`src/rtl/dreq_pacer_pkg.sv`:
```
package dreq_pacer_pkg;

   // bytes moved by one strobe in each bus mode
   localparam int NARROW_BYTES = 2;
   localparam int WIDE_BYTES   = 4;
   localparam int STEP_W       = 3;

   typedef enum logic [2:0] {
      PS_IDLE  = 3'd0,
      PS_GAP   = 3'd1,
      PS_BURST = 3'd2,
      PS_DONE  = 3'd3,
      PS_ERR   = 3'd4
   } pace_state_e;

   function automatic logic [STEP_W-1:0] step_of(input logic wide);
      return wide ? STEP_W'(WIDE_BYTES) : STEP_W'(NARROW_BYTES);
   endfunction

endpackage

```
`src/rtl/dreq_cfg_check.sv`:
```
module dreq_cfg_check
   import dreq_pacer_pkg::*;
#(
   parameter int BURST_W = 13,
   parameter int BUF_W   = 16
) (
   input  logic [BURST_W-1:0] burst,
   input  logic               wide,
   input  logic [BUF_W-1:0]   remaining,
   output logic               bad
);

   localparam int CW = (BUF_W > BURST_W) ? BUF_W : BURST_W;
   localparam int NMODES = 2;

   initial begin
      assert (BURST_W >= $clog2(WIDE_BYTES) + 1)
         else $error("burst field too narrow for the wide mode");
      assert (CW <= 32) else $error("count width above 32 bits");
   end

   logic [NMODES-1:0] misaligned;

   // one alignment test per bus mode: low address bits of the burst must be 0
   for (genvar m = 0; m < NMODES; m++) begin : g_mode
      localparam int LB = $clog2((m == 0) ? NARROW_BYTES : WIDE_BYTES);
      assign misaligned[m] = |burst[LB-1:0];
   end

   logic          burst_zero;
   logic [CW-1:0] divisor;
   logic [CW-1:0] leftover;

   assign burst_zero = (burst == '0);
   assign divisor    = burst_zero ? CW'(1) : CW'(burst);
   assign leftover   = CW'(remaining) % divisor;

   assign bad = burst_zero || misaligned[wide] || (leftover != '0);

endmodule

```
`src/rtl/dreq_burst_ctr.sv`:
```
module dreq_burst_ctr
   import dreq_pacer_pkg::*;
#(
   parameter int BURST_W = 13
) (
   input  logic               clk,
   input  logic               rst_n,
   input  logic               load,
   input  logic [BURST_W-1:0] load_bytes,
   input  logic               load_wide,
   input  logic               take,
   output logic [STEP_W-1:0]  step,
   output logic               last_word
);

   logic [BURST_W-1:0] left_q;
   logic               wide_q;

   always_ff @(posedge clk or negedge rst_n) begin
      if (!rst_n) begin
         left_q <= '0;
         wide_q <= 1'b0;
      end else if (load) begin
         left_q <= load_bytes;
         wide_q <= load_wide;
      end else if (take) begin
         left_q <= left_q - BURST_W'(step);
      end
   end

   assign step      = step_of(wide_q);
   assign last_word = (left_q == BURST_W'(step));

endmodule

```
`src/rtl/dreq_buf_track.sv`:
```
module dreq_buf_track
   import dreq_pacer_pkg::*;
#(
   parameter int BUF_W = 16
) (
   input  logic              clk,
   input  logic              rst_n,
   input  logic              load,
   input  logic [BUF_W-1:0]  load_bytes,
   input  logic              take,
   input  logic [STEP_W-1:0] step,
   output logic [BUF_W-1:0]  remaining,
   output logic              empty
);

   logic [BUF_W-1:0] rem_q;

   always_ff @(posedge clk or negedge rst_n) begin
      if (!rst_n)      rem_q <= '0;
      else if (load)   rem_q <= load_bytes;
      else if (take)   rem_q <= rem_q - BUF_W'(step);
   end

   assign remaining = rem_q;
   assign empty     = (rem_q == '0);

endmodule

```
`src/rtl/dreq_burst_pacer.sv`:
```
module dreq_burst_pacer
   import dreq_pacer_pkg::*;
#(
   parameter int BURST_W = 13,
   parameter int BUF_W   = 16
) (
   input  logic               clk,
   input  logic               rst_n,
   input  logic               xfer_start,
   input  logic [BURST_W-1:0] burst_len,
   input  logic               wide_mode,
   input  logic [BUF_W-1:0]   buf_bytes,
   input  logic               rd_strobe,
   input  logic               wr_strobe,
   output logic               dreq,
   output logic               xfer_done,
   output logic               cfg_err
);

   initial begin
      assert (BUF_W >= BURST_W) else $error("buffer count narrower than burst");
   end

   pace_state_e        state_q, state_d;
   logic               strobe;
   logic               take;
   logic               ctr_load;
   logic               cfg_bad;
   logic               last_word;
   logic               rem_empty;
   logic [STEP_W-1:0]  step;
   logic [BUF_W-1:0]   remaining;

   assign strobe   = rd_strobe | wr_strobe;
   assign take     = (state_q == PS_BURST) && strobe && !xfer_start;
   assign ctr_load = (state_q == PS_GAP) && !xfer_start && !rem_empty && !cfg_bad;

   dreq_cfg_check #(.BURST_W(BURST_W), .BUF_W(BUF_W)) u_check (
      .burst     (burst_len),
      .wide      (wide_mode),
      .remaining (remaining),
      .bad       (cfg_bad)
   );

   dreq_burst_ctr #(.BURST_W(BURST_W)) u_ctr (
      .clk        (clk),
      .rst_n      (rst_n),
      .load       (ctr_load),
      .load_bytes (burst_len),
      .load_wide  (wide_mode),
      .take       (take),
      .step       (step),
      .last_word  (last_word)
   );

   dreq_buf_track #(.BUF_W(BUF_W)) u_track (
      .clk        (clk),
      .rst_n      (rst_n),
      .load       (xfer_start),
      .load_bytes (buf_bytes),
      .take       (take),
      .step       (step),
      .remaining  (remaining),
      .empty      (rem_empty)
   );

   always_comb begin
      state_d = state_q;
      if (xfer_start) begin
         state_d = PS_GAP;
      end else begin
         unique case (state_q)
            PS_GAP: begin
               if (rem_empty)    state_d = PS_DONE;
               else if (cfg_bad) state_d = PS_ERR;
               else              state_d = PS_BURST;
            end
            PS_BURST: if (strobe && last_word) state_d = PS_GAP;
            default:  state_d = state_q;
         endcase
      end
   end

   always_ff @(posedge clk or negedge rst_n) begin
      if (!rst_n) state_q <= PS_IDLE;
      else        state_q <= state_d;
   end

   assign dreq      = (state_q == PS_BURST);
   assign xfer_done = (state_q == PS_DONE);
   assign cfg_err   = (state_q == PS_ERR);

   // a rejected configuration never requests
   a_r8_err_quiet: assert property (@(posedge clk) disable iff (!rst_n)
      cfg_err |-> !dreq);

   // request, done and error are mutually exclusive
   a_r7_flags_excl: assert property (@(posedge clk) disable iff (!rst_n)
      $onehot0({dreq, xfer_done, cfg_err}));

   // the strobe on the last word of a burst closes the request
   a_r5_burst_end: assert property (@(posedge clk) disable iff (!rst_n)
      dreq && strobe && last_word && !xfer_start |=> !dreq);

   // after a fall the pacer resolves within one clock
   a_r5_gap_one: assert property (@(posedge clk) disable iff (!rst_n)
      $fell(dreq) && !xfer_start |=> (dreq || xfer_done || cfg_err));

   // outside a burst the remaining count does not move
   a_r9_no_take: assert property (@(posedge clk) disable iff (!rst_n)
      !dreq && !xfer_start |=> $stable(remaining));

   // each accepted strobe removes one bus word from the buffer
   a_r3_consume: assert property (@(posedge clk) disable iff (!rst_n)
      dreq && strobe && !xfer_start |=>
         (remaining == $past(remaining) - BUF_W'(NARROW_BYTES)) ||
         (remaining == $past(remaining) - BUF_W'(WIDE_BYTES)));

endmodule

```
`config.mk`:
```
export PLATFORM = sky130hd
export DESIGN_NAME = dreq_burst_pacer
export DESIGN_NICKNAME = d
export VERILOG_FILES = /design/src/rtl/dreq_pacer_pkg.sv /design/src/rtl/dreq_cfg_check.sv /design/src/rtl/dreq_burst_ctr.sv /design/src/rtl/dreq_buf_track.sv /design/src/rtl/dreq_burst_pacer.sv
export SDC_FILE = /design/constraint.sdc
export NUM_CORES = 1
export LEC_CHECK = 0
export BUFFER_PORTS_ARGS = -buffer_cell sky130_fd_sc_hd__buf_2
export CORE_ASPECT_RATIO = 2
export CORE_MARGIN = 2
export CORE_UTILIZATION = 50
export CTS_CLUSTER_SIZE = 12
export DETAILED_ROUTE_END_ITERATION = 8
export PLACE_DENSITY = 0.67
export SLEW_MARGIN = 20
export SYNTH_ARGS = -nofsm -noshare
export SYNTH_HDL_FRONTEND = slang
export SYNTH_SLANG_ARGS = --single-unit
```
`constraint.sdc`:
```
create_clock -name clk -period 49.2 [get_ports clk]
set_clock_uncertainty 0.1 [all_clocks]
set_input_delay 2.46 -clock clk [delete_from_list [all_inputs] [get_ports clk]]
set_output_delay 2.46 -clock clk [all_outputs]
set_load 0.02 [all_outputs]
```
==> results.ini, run 1 <==
[floorplanning]
coreArea_sq_mm=0.01937
die_height_um=203.1
floorplan.io_pins=38
std_cell_rows=72
start_util=0.5115
fp.dieArea_sq_mm=0.02102
die_width_um=103.5

[synth]
synth_compound_gate_area_share=0.3313
muxShareOfSynthArea=0.03347
synth_unique_cells=100
post_synth.cell_area_avg_sq_um=7.179
main_combinational_cell_family_by_area_after_synthesis=compound AO/OA/AOI/OAI gates
post_synth_and_or_nand_nor_area_fraction=0.2666
total_nets_after_synthesis=1539
ys_seq_elements=33
synth.cell_area_sq_mm=0.009907
synth_edf_count=0
syn-instance-count=1380
synthXorXnorAreaFrac=0.08133
post_synth_fa_ha_maj_area_fraction=0.1589
register_area_share_after_synthesis=0.08335
ys_dominant_reg_cell=sky130_fd_sc_hd__dfrtp_1
yosysWarnings=0
synth_async_sr_flop_share=1.000

[drt]
wirelength_um=38700
via_count=11210
post_drt_via_cell_ratio=6.795
drcViolationCount=0
route.detailed.wl_per_inst_um=23.45
dr.first_iter.drc_count=686
drt_pre_antenna_iters=7
ant_nets=0

[placed_design]
port_buffers=37
dp.final_hpwl_um=30530
placed_cells=1641
routabilityCongestion=1.083
postPlaceCellArea_sq_mm=0.01030

[pwr]
p_int_uw=336.3
combPwrFrac=0.911
power.leakage_uw=0.004577
ir_worst_vdd_mv=0.1089
power.net_switching_uw=468.8
clock_power_share=0.046
p_per_area_mw_per_mm2=76.86
power_uw=805.1
pwr-share-seq=0.043
power.share.switching=0.5823

[cts]
clock_latency_ns=0.28
cts_tree=yes
number_of_sinks_handled_by_clock_tree_synthesis=33
cts-buffers-inserted=5
cts.hold.buffers_added=0
cts.reportedPaths.clkPinSlew_ns=0.06
clockRootBuffer=sky130_fd_sc_hd__clkbuf_16
cts-root-to-sink-buffers=2
cts.htree.levels=2
cts_resized=0
post_cts.repair.setup_buffers=0

[critical_path]
timing.critical_path.to_type=register
most_numerous_cell_on_the_critical_path=sky130_fd_sc_hd__ha_1
critical_path_required_ns=49.26
reg2reg_to=u_ctr.wide_q$_DFFE_PN0P_
timing.critical_path.slowest_cell_delay_ns=0.91
critical_path_peak_fanout=27
worst_r2r_src=u_track.remaining[15]$_DFFE_PN0N_
timing.critical_path.buf_inv=6
start_kind=input pin
cpLargestDelayFamily=compound AO/OA/AOI/OAI gates
timing.setup.critical_path_class=input pin to register
ff2ff_path_depth=123
worst_ep_arrival_ns=40.09
setup_slack_of_the_most_critical_reg_to_reg_path_ns=12.29
critical-path-slowest-cell=sky130_fd_sc_hd__a2111oi_0

[sta]
timing.final.max_slew_violations=0
whs_ns=0.3874
timing.fmax_mhz=24.98
timing.max_slew.rel_slack=0.3351
layout_min_cycle_time_ns=40.04
finalSetupViolCount=0
setup_tns_ns=0
grt_setup_unrepaired=no
report.final.hold_viol_count=0
min_period_over_period=0.8137
worst_pin_slew_ns=0.9722

[worst_hold_path]
hold_path_startpoint=u_ctr.left_q[0]$_DFFE_PN0P_
min_to=u_ctr.left_q[0]$_DFFE_PN0P_
hold_path_class=register to register
min_delay_path_depth=1

[grt]
overflow=0
grt_pass1_wl_um=59090
grtUsageTotal=0.3566
number_of_global_route_vias_before_repair=11400
antenna_found_initial=1
grt_max_degree=37

[finish]
fraction_of_final_layout_cells_sized_beyond_drive_strength_1=0.08201
fin_area_sq_mm=0.01048
area_growth_pct=5.733
final_cell_mix=sky130_fd_sc_hd__nor2_1 (131), sky130_fd_sc_hd__ha_1 (121), sky130_fd_sc_hd__nand2_1 (109), sky130_fd_sc_hd__a21oi_1 (103), sky130_fd_sc_hd__o21ai_0 (94)
nNetsFinal=1548
layout.cells.most_common=sky130_fd_sc_hd__nor2_1
layout.cells.non_filler=1650

[flow_run]
drv_cap=0

[outcome]
status=complete, no violations

-- layout make-up --
cell class,count,area [sq um]
Fill cell,1959,8894
Multi-Input combinational cell,1234,8635
Sequential cell,33,825.8
Tap cell,259,324.1
Timing Repair Buffer,47,260.3
Inverter,68,255.2
Clock buffer,7,142.6
Clock inverter,1,30.03
Antenna cell,1,2.502
-- power by group through the flow --
stage	sequential, uW	combinational (uW)	clock, uW
after CTS	34.3	719	37.2
after floorplan	31.7	558	0
after detailed placement	34.7	715	0
after global routing	34.7	803	38.4
final	34.5	734	37.1
after global placement	34.7	708	0
-- Yosys cell counts (6+ instances only) --
library cell,count,area (sq um)
sky130_fd_sc_hd__mux2_2,12,135.1
sky130_fd_sc_hd__clkbuf_1,38,142.6
sky130_fd_sc_hd__and4_1,9,78.83
sky130_fd_sc_hd__o211a_1,8,80.08
sky130_fd_sc_hd__or3_1,25,156.4
sky130_fd_sc_hd__or4_1,12,90.09
sky130_fd_sc_hd__a31o_2,6,52.55
sky130_fd_sc_hd__inv_1,66,247.7
sky130_fd_sc_hd__xnor2_1,44,385.4
sky130_fd_sc_hd__or2_2,11,68.82
sky130_fd_sc_hd__o21a_1,38,285.3
sky130_fd_sc_hd__a21o_1,33,247.7
sky130_fd_sc_hd__o21ai_0,94,470.5
sky130_fd_sc_hd__nor3_1,59,295.3
sky130_fd_sc_hd__xor2_1,48,420.4
sky130_fd_sc_hd__o211ai_1,17,127.6
sky130_fd_sc_hd__nor2_1,131,491.7
sky130_fd_sc_hd__a31oi_1,18,112.6
sky130_fd_sc_hd__nand2b_1,16,100.1
sky130_fd_sc_hd__ha_1,121,1514
sky130_fd_sc_hd__mux2i_1,17,170.2
sky130_fd_sc_hd__nand4_1,20,125.1
sky130_fd_sc_hd__and2_1,12,75.07
sky130_fd_sc_hd__a22oi_1,7,52.55
sky130_fd_sc_hd__o31ai_1,16,120.1
sky130_fd_sc_hd__dfrtp_1,33,825.8
sky130_fd_sc_hd__o21ai_1,6,30.03
sky130_fd_sc_hd__a211oi_1,15,112.6
sky130_fd_sc_hd__and3_1,12,75.07
sky130_fd_sc_hd__a21oi_1,103,515.5
sky130_fd_sc_hd__a21boi_0,8,60.06
sky130_fd_sc_hd__o2111ai_1,16,140.1
sky130_fd_sc_hd__nand2_1,109,409.1
sky130_fd_sc_hd__nor2b_1,19,118.9
sky130_fd_sc_hd__nand3_1,35,175.2
sky130_fd_sc_hd__nor4_1,11,68.82
-- registers in the layout (all words and copies together) (netlist names) --
name and flops:
u_ctr.wide_q 1, u_track.remaining 16, state_q 3, u_ctr.left_q 13
-- per-layer routing --
layer  track usage  wire length, um
met1        0.3191            12690
met2        0.6703            19490
met3       0.04751             2083
met4        0.3456             4437
met5             0                0
-- kinds of logic after synthesis --
family,after synthesis
AND/OR/NAND/NOR,514
buffers and inverters,113
multiplexers,31
adder cells (fa/ha/maj),124
AO/OA/AOI/OAI,473
flip-flops,33
XOR/XNOR,92
-- per-stage QoR --
step | worst slack (ns) | util
final | 9.164 | 0.5408
after global routing | 6.753 | 0.5408
after CTS | 10.04 | 0.5407
after detailed placement | 9.873 | 0.5318
after global placement | 10.45 | 0.5318
after floorplan | 16.23 | -
-- worst reg2reg max path, delay by kind of cell, from the launching register on --
kind	cells	cell delay, ns
DFF	1	0.43
muxes	3	1.24
and+or+nand+nor	35	9.26
xor gates and xnor gates	2	0.58
adders and majority gates	15	5.18
AOI/OAI and AO/OA	64	19.65
buffers and inverters	4	0.34
-- how the worst max path moves through the flow --
stage / from / to / slack (ns) / cells past startpoint
floorplan: burst_len[12] / u_ctr.wide_q$_DFFE_PN0P_ / 16.23 / 134
global placement: burst_len[6] / u_ctr.wide_q$_DFFE_PN0P_ / 10.45 / 126
detailed placement: burst_len[5] / u_ctr.wide_q$_DFFE_PN0P_ / 9.87 / 126
CTS: burst_len[5] / u_ctr.wide_q$_DFFE_PN0P_ / 10.04 / 126
global route: burst_len[6] / u_ctr.wide_q$_DFFE_PN0P_ / 6.75 / 127
finish: burst_len[6] / u_ctr.wide_q$_DFFE_PN0P_ / 9.16 / 127
(Power assumes the default switching activity.)
==> run 2: changes to the inputs <==
==> constraint.sdc (replaced) <==
create_clock -name clk -period 37.1 [get_ports clk]
set_clock_uncertainty 0.1 [all_clocks]
set_input_delay 1.855 -clock clk [delete_from_list [all_inputs] [get_ports clk]]
set_output_delay 1.855 -clock clk [all_outputs]
set_load 0.02 [all_outputs]
==> run 2 against run 1 <==
  * Sequential share of layout area down 0.17 points
  * Combinational power up 35%
  * Die area unchanged
  * Wire length up 0.80%
  * Cell area up 2.2%
  * Sequential power up 31%
  * Sequential cell count unchanged
  * Highest routed layer unchanged
==> results.ini, run 2 (synthesis gave the netlist of run 1 again) <==
[drt]
via_count=11460  ; +2.2%
ant_nets=0  ; unchanged
wirelength_um=39010  ; +0.80%
post_drt_via_cell_ratio=6.863  ; +1.0%
drt_pre_antenna_iters=5  ; -2
dr.first_iter.drc_count=685  ; -0.15%
route.detailed.wl_per_inst_um=23.37  ; -0.34%
drcViolationCount=0  ; unchanged

[sta]
timing.final.max_slew_violations=0  ; unchanged
min_period_over_period=0.9492
worst_pin_slew_ns=0.8814  ; -0.09086 ns
timing.fmax_mhz=28.40
timing.max_slew.rel_slack=0.4118  ; +0.07669
layout_min_cycle_time_ns=35.22
finalSetupViolCount=0  ; unchanged
report.final.hold_viol_count=0  ; unchanged

[cts]
cts_tree=yes
cts.hold.buffers_added=0  ; unchanged
clockRootBuffer=sky130_fd_sc_hd__clkbuf_16
number_of_sinks_handled_by_clock_tree_synthesis=33  ; unchanged
cts.reportedPaths.clkPinSlew_ns=0.05  ; about the same
clock_latency_ns=0.28  ; about the same
cts-root-to-sink-buffers=2  ; unchanged
cts.htree.levels=2  ; unchanged
cts-buffers-inserted=5  ; unchanged

[finish]
final_cell_mix=sky130_fd_sc_hd__nor2_1 (131), sky130_fd_sc_hd__ha_1 (121), sky130_fd_sc_hd__nand2_1 (109), sky130_fd_sc_hd__a21oi_1 (100), sky130_fd_sc_hd__o21ai_0 (91)
fill_cells=1954  ; -0.26%
number_of_flip_flops_in_the_largest_register=16  ; unchanged
area_growth_pct=8.108
fraction_of_final_layout_cells_sized_beyond_drive_strength_1=0.1058  ; +0.02381
layout.cells.non_filler=1669  ; +1.2%
ff_latch_area_sq_um=825.8  ; unchanged
multi_input_area_sq_mm=0.008732  ; +1.1%
layout.cells.most_common=sky130_fd_sc_hd__nor2_1
nNetsFinal=1566  ; +1.2%

[pwr]
pwr-share-seq=0.042  ; about the same
power.net_switching_uw=624.2  ; +33%
power.leakage_uw=0.004689  ; +2.5%
p_per_area_mw_per_mm2=101.1  ; +32%
ir_worst_vdd_mv=0.1819  ; +67%
p_int_uw=458.5  ; +36%
power_uw=1083  ; +34%
clock_power_share=0.045  ; about the same
combPwrFrac=0.913  ; +0.002
power.share.switching=0.5765  ; -0.005828

[worst_hold_path]
hold_path_class=register to register

[critical_path]
critical_path_required_ns=37.16  ; -12.10 ns
most_numerous_cell_on_the_critical_path=sky130_fd_sc_hd__ha_1
critical_path_peak_fanout=14  ; -48%
timing.setup.critical_path_class=input pin to register
timing.critical_path.slowest_cell_delay_ns=0.67  ; -0.24 ns
worst_ep_arrival_ns=35.28  ; -4.81 ns
critical-path-slowest-cell=sky130_fd_sc_hd__or4b_2
timing.critical_path.buf_inv=12  ; +6
start_kind=input pin
cpLargestDelayFamily=compound AO/OA/AOI/OAI gates
timing.critical_path.to_type=register

[placed_design]
routabilityCongestion=1.068  ; -1.4%
port_buffers=37  ; unchanged
dp.final_hpwl_um=30530  ; about the same
placed_cells=1657  ; +0.98%

[grt]
antenna_found_initial=2  ; +1
grt_pass1_wl_um=60620  ; +2.6%
grt_max_degree=37  ; unchanged
number_of_global_route_vias_before_repair=11770  ; +3.2%
overflow=0  ; unchanged
grtUsageTotal=0.3624  ; +0.005768

[floorplanning]
die_height_um=203.1  ; unchanged
fp.dieArea_sq_mm=0.02102  ; unchanged
std_cell_rows=72  ; unchanged
die_width_um=103.5  ; unchanged
coreArea_sq_mm=0.01937  ; unchanged
floorplan.io_pins=38  ; unchanged
start_util=0.5115  ; unchanged

[flow_run]
drv_cap=0  ; unchanged

[outcome]
status=complete, no violations

-- run 2: cell types whose count changed in the layout (fill, tap and decap cells not counted), sizes merged --
cell,delta
diode,+1
buf,+18
-- run 2: final timing paths --
path / start / endpoint / slack, ns / cells past startpoint
max in group asynchronous: rst_n / u_ctr.left_q[6]$_DFFE_PN0P_ / 34.86 / 1
worst min-delay path: u_ctr.left_q[0]$_DFFE_PN0P_ / u_ctr.left_q[0]$_DFFE_PN0P_ / 0.41 / 1
worst max-delay path: burst_len[12] / u_ctr.wide_q$_DFFE_PN0P_ / 1.88 / 132
worst min register to register: u_ctr.left_q[0]$_DFFE_PN0P_ / u_ctr.left_q[0]$_DFFE_PN0P_ / 0.41 / 1
min in group asynchronous: rst_n / u_track.remaining[12]$_DFFE_PN0N_ / 1.54 / 1
worst max register to register: u_track.remaining[15]$_DFFE_PN0N_ / u_ctr.wide_q$_DFFE_PN0P_ / 3.98 / 129
-- run 2: power groups by stage --
stage               registers, uW  logic [uW]  clock network [uW]
finish                       45.3         989                48.5
global route                 45.7        1080                50.9
CTS                          45.0         959                48.8
detailed placement           45.5         953                   0
global placement             45.6         945                   0
floorplan                    42.0         740                   0
-- run 2: what timing repair did --
action,4_1_cts,5_1_grt
buffers inserted,0,2
endpoints found under the setup margin,0,16
resized for setup,0,24
-- run 2: layout make-up --
| class | instances | share of cell area |
|---|---|---|
| flip-flops and latches | 33 | 0.07710 |
| clock inverters | 1 | 0.002804 |
| multi-input cells | 1234 | 0.8153 |
| clock buffers | 7 | 0.01332 |
| repair buffers | 65 | 0.03692 |
| diodes | 2 | 0.0004673 |
| inverters | 68 | 0.02383 |
| well taps | 259 | 0.03026 |
-- run 2: through the flow --
| step | util | hold WS [ns] | TNS (ns) | setup slack [ns] | cell area [sq um] |
|---|---|---|---|---|---|
| 2_1_floorplan | - | 0.3543 | 0 | 4.739 | 9907 |
| 3_3_place_gp | 0.5380 | 0.3976 | 0 | 1.017 | 10420 |
| 3_5_place_dp | 0.5380 | 0.3952 | 0 | 0.5312 | 10420 |
| 4_1_cts | 0.5469 | 0.4096 | 0 | 0.5528 | 10590 |
| 5_1_grt | 0.5530 | 0.4122 | -0.09294 | -0.09294 | 10710 |
| 6_report | 0.5530 | 0.4116 | 0 | 1.883 | 10710 |
-- run 2: layer usage --
| layer | global-route usage | up-vias | share of wire |
|---|---|---|---|
| li1 | - | 5295 | - |
| met1 | 0.3424 | 5349 | 0.33 |
| met2 | 0.6578 | 530 | 0.49 |
| met3 | 0.04366 | 281 | 0.054 |
| met4 | 0.3615 | 0 | 0.12 |
| met5 | 0 | - | 0 |
-- run 2: worst reg2reg max path, delay by kind of cell, from the launching register on --
kind / cells / cell delay (ns)
AOI/OAI and AO/OA: 65 / 15.48
xor gates and xnor gates: 2 / 0.58
adders and majority gates: 15 / 5.26
buffers and inverters: 11 / 1.85
DFF: 1 / 0.44
muxes: 3 / 1.16
and+or+nand+nor: 33 / 8.20
==> run 3: changes to the inputs <==
--- a/config.mk
+++ b/config.mk
@@ -6,12 +6,14 @@
 export NUM_CORES = 1
 export LEC_CHECK = 0
 export BUFFER_PORTS_ARGS = -buffer_cell sky130_fd_sc_hd__buf_2
+export CELL_PAD_IN_SITES_DETAIL_PLACEMENT = 1
+export CELL_PAD_IN_SITES_GLOBAL_PLACEMENT = 2
 export CORE_ASPECT_RATIO = 2
 export CORE_MARGIN = 2
-export CORE_UTILIZATION = 50
+export CORE_UTILIZATION = 38
 export CTS_CLUSTER_SIZE = 12
 export DETAILED_ROUTE_END_ITERATION = 8
-export PLACE_DENSITY = 0.67
+export PLACE_DENSITY = 0.84
 export SLEW_MARGIN = 20
 export SYNTH_ARGS = -nofsm -noshare
 export SYNTH_HDL_FRONTEND = slang
==> run 3 against run 2 <==
  * Global-route usage is 5.0 points lower
  * Utilization shrank 13 points
  * Critical path depth up 5
  * Wire length increased by 12%
  * Setup slack improved by 0.038 ns
  * Combinational power grew 0.7%
  * Register-to-register slack lost 0.03 ns
  * Via count grew 0.20%
  * First-iteration DRC count fell by 20%
  * Die area increased by 31%
  * Largest cell class unchanged
  * Largest power group unchanged
  * Highest routed layer unchanged
==> results.ini, run 3 (synthesis gave the netlist of run 1 again) <==
[outcome]
status=complete, no violations

[cts]
clock_latency_ns=0.28  ; about the same
cts.htree.levels=2  ; unchanged
number_of_sinks_handled_by_clock_tree_synthesis=33  ; unchanged
cts-buffers-inserted=5  ; unchanged
cts_tree=yes
cts.reportedPaths.clkPinSlew_ns=0.06  ; about the same
cts-root-to-sink-buffers=2  ; unchanged
clockRootBuffer=sky130_fd_sc_hd__clkbuf_16

[grt]
met1_usage=0.2830  ; -0.05948
grtUsageTotal=0.3119  ; -0.05049
antenna_found_initial=0  ; -2
number_of_global_route_vias_before_repair=12230  ; +3.9%
most_utilized_layer_in_the_global_route_result=met2
groute.layer.met3.usage=0.02726  ; -0.01640
grt_util_met2=0.6185  ; -0.03926
grt_pass1_wl_um=67410  ; +11%
overflow=0  ; unchanged
grt_max_degree=37  ; unchanged

[critical_path]
timing.critical_path.slowest_cell_delay_ns=0.63  ; -0.04 ns
start_kind=input pin
timing.critical_path.to_type=register
worst_r2r_src=u_track.remaining[15]$_DFFE_PN0N_
most_numerous_cell_on_the_critical_path=sky130_fd_sc_hd__ha_1
ff2ff_path_depth=134  ; +3.9%
critical-path-slowest-cell=sky130_fd_sc_hd__or4b_2
critical_path_peak_fanout=14  ; unchanged
critical_path_required_ns=37.17  ; about the same
worst_ep_arrival_ns=35.25  ; -0.03 ns
setup_slack_of_the_most_critical_reg_to_reg_path_ns=3.95  ; -0.03 ns
timing.setup.critical_path_class=input pin to register
reg2reg_to=u_ctr.left_q[0]$_DFFE_PN0P_

[finish]
final_cell_mix=sky130_fd_sc_hd__nor2_1 (131), sky130_fd_sc_hd__ha_1 (121), sky130_fd_sc_hd__nand2_1 (108), sky130_fd_sc_hd__a21oi_1 (101), sky130_fd_sc_hd__o21ai_0 (93)
layout.cells.most_common=sky130_fd_sc_hd__nor2_1
fraction_of_final_layout_cells_sized_beyond_drive_strength_1=0.1108  ; +0.004974
nNetsFinal=1575  ; +0.57%
fin_util=0.4236  ; -0.1293
number_of_flip_flops_in_the_largest_register=16  ; unchanged
area_growth_pct=9.687
diodes=0  ; -2

[sta]
report.final.hold_viol_count=0  ; unchanged
min_period_over_period=0.9482  ; -0.001033
layout_min_cycle_time_ns=35.18  ; -0.03833 ns
timing.fmax_mhz=28.43  ; +0.11%
finalSetupViolCount=0  ; unchanged
timing.final.max_slew_violations=0  ; unchanged
timing.max_slew.rel_slack=0.4803  ; +0.06857
fin_ws_ns=1.921  ; +0.03833 ns
worst_pin_slew_ns=0.7729  ; -0.1085 ns

[worst_hold_path]
min_to=u_ctr.left_q[0]$_DFFE_PN0P_
min_delay_path_depth=1  ; unchanged
hold_path_class=register to register
hold_path_startpoint=u_ctr.left_q[0]$_DFFE_PN0P_

[floorplanning]
coreArea_sq_mm=0.02565  ; +32%
die_width_um=118.2  ; +14%
start_util=0.3862  ; -0.1253
fp.dieArea_sq_mm=0.02746  ; +31%
std_cell_rows=83  ; +15%
floorplan.io_pins=38  ; unchanged
die_height_um=232.3  ; +14%

[flow_run]
drv_cap=0  ; unchanged

[drt]
drcViolationCount=0  ; unchanged
route.detailed.wl_per_inst_um=24.79  ; +6.0%
dr.first_iter.drc_count=549  ; -20%
ant_nets=0  ; unchanged
wirelength_um=43550  ; +12%
post_drt_via_cell_ratio=6.533  ; -4.8%
drt_pre_antenna_iters=7  ; +2
via_count=11480  ; +0.20%

[placed_design]
pre_cts_ws_ns=0.3921  ; -0.1392 ns
port_buffers=37  ; unchanged
routabilityCongestion=0.9755  ; -8.7%
dp.final_hpwl_um=35110  ; +15%

[pwr]
p_per_area_mw_per_mm2=99.67  ; -1.4%
power.leakage_uw=0.004720  ; +0.66%
ir_worst_vdd_mv=0.1248  ; -31%

## run 3: worst max path at each step
stage                              from                            to  slack (ns)  cells past startpoint
final                     burst_len[11]   u_ctr.left_q[0]$_DFFE_PN0P_        1.92                    137
after global routing      burst_len[11]  u_ctr.left_q[10]$_DFFE_PN0P_       -0.06                    132
after CTS                 burst_len[12]   u_ctr.left_q[0]$_DFFE_PN0P_        0.56                    132
after detailed placement  burst_len[12]  u_ctr.left_q[10]$_DFFE_PN0P_        0.39                    132
after global placement    burst_len[12]   u_ctr.left_q[0]$_DFFE_PN0P_        1.16                    128
after floorplan           burst_len[12]      u_ctr.wide_q$_DFFE_PN0P_        4.74                    134
## run 3: layer usage
layer  routed length, um  vias to the layer above  part of all wire
met5                   0                        -                 0
met4                4147                        0             0.095
met3                1198                      219             0.028
met2               23510                      339              0.54
met1               14690                     5614              0.34
li1                    -                     5306                 -
## run 3: power breakdown
part | total, uW | switching (uW) | internal (uW)
sequential | 46.3 | 7.06 | 39.3
combinational | 996 | 611 | 385
clock | 40.7 | 16.1 | 24.6
## run 3: timing repair
item / in CTS / in global routing
resized for setup: 0 / 23
setup buffers: 0 / 10
hold buffers: 0 / 0
setup endpoints to repair: 0 / 16
## run 3: through the flow
step	cells	cell area, sq um	setup TNS (ns)	hold slack (ns)	power [uW]
4_1_cts	1747	10670	0	0.4078	1076
6_report	1757	10870	0	0.4095	1083
3_3_place_gp	1739	10530	0	0.3725	1014
3_5_place_dp	1739	10530	0	0.3883	1028
5_1_grt	1757	10870	-0.6526	0.4280	1195
2_1_floorplan	1380	9907	0	0.3543	782.1
## run 3: final cells by class
cell class              instances  area (sq um)
repair buffers                 74         462.9
flip-flops and latches         33         825.8
multi-input cells            1234          8755
clock inverters                 3         17.52
fillers                      3325         14780
well taps                     340         425.4
inverters                      68         255.2
clock buffers                   5         125.1
## run 3: worst max-delay path, delay by kind of cell
kind	cells	cell delay, ns
fa+ha+maj	15	5.17
simple gates	40	9.22
buf+inv	11	1.85
compound gates	68	16.15
mux	2	0.75
xor+xnor	1	0.21
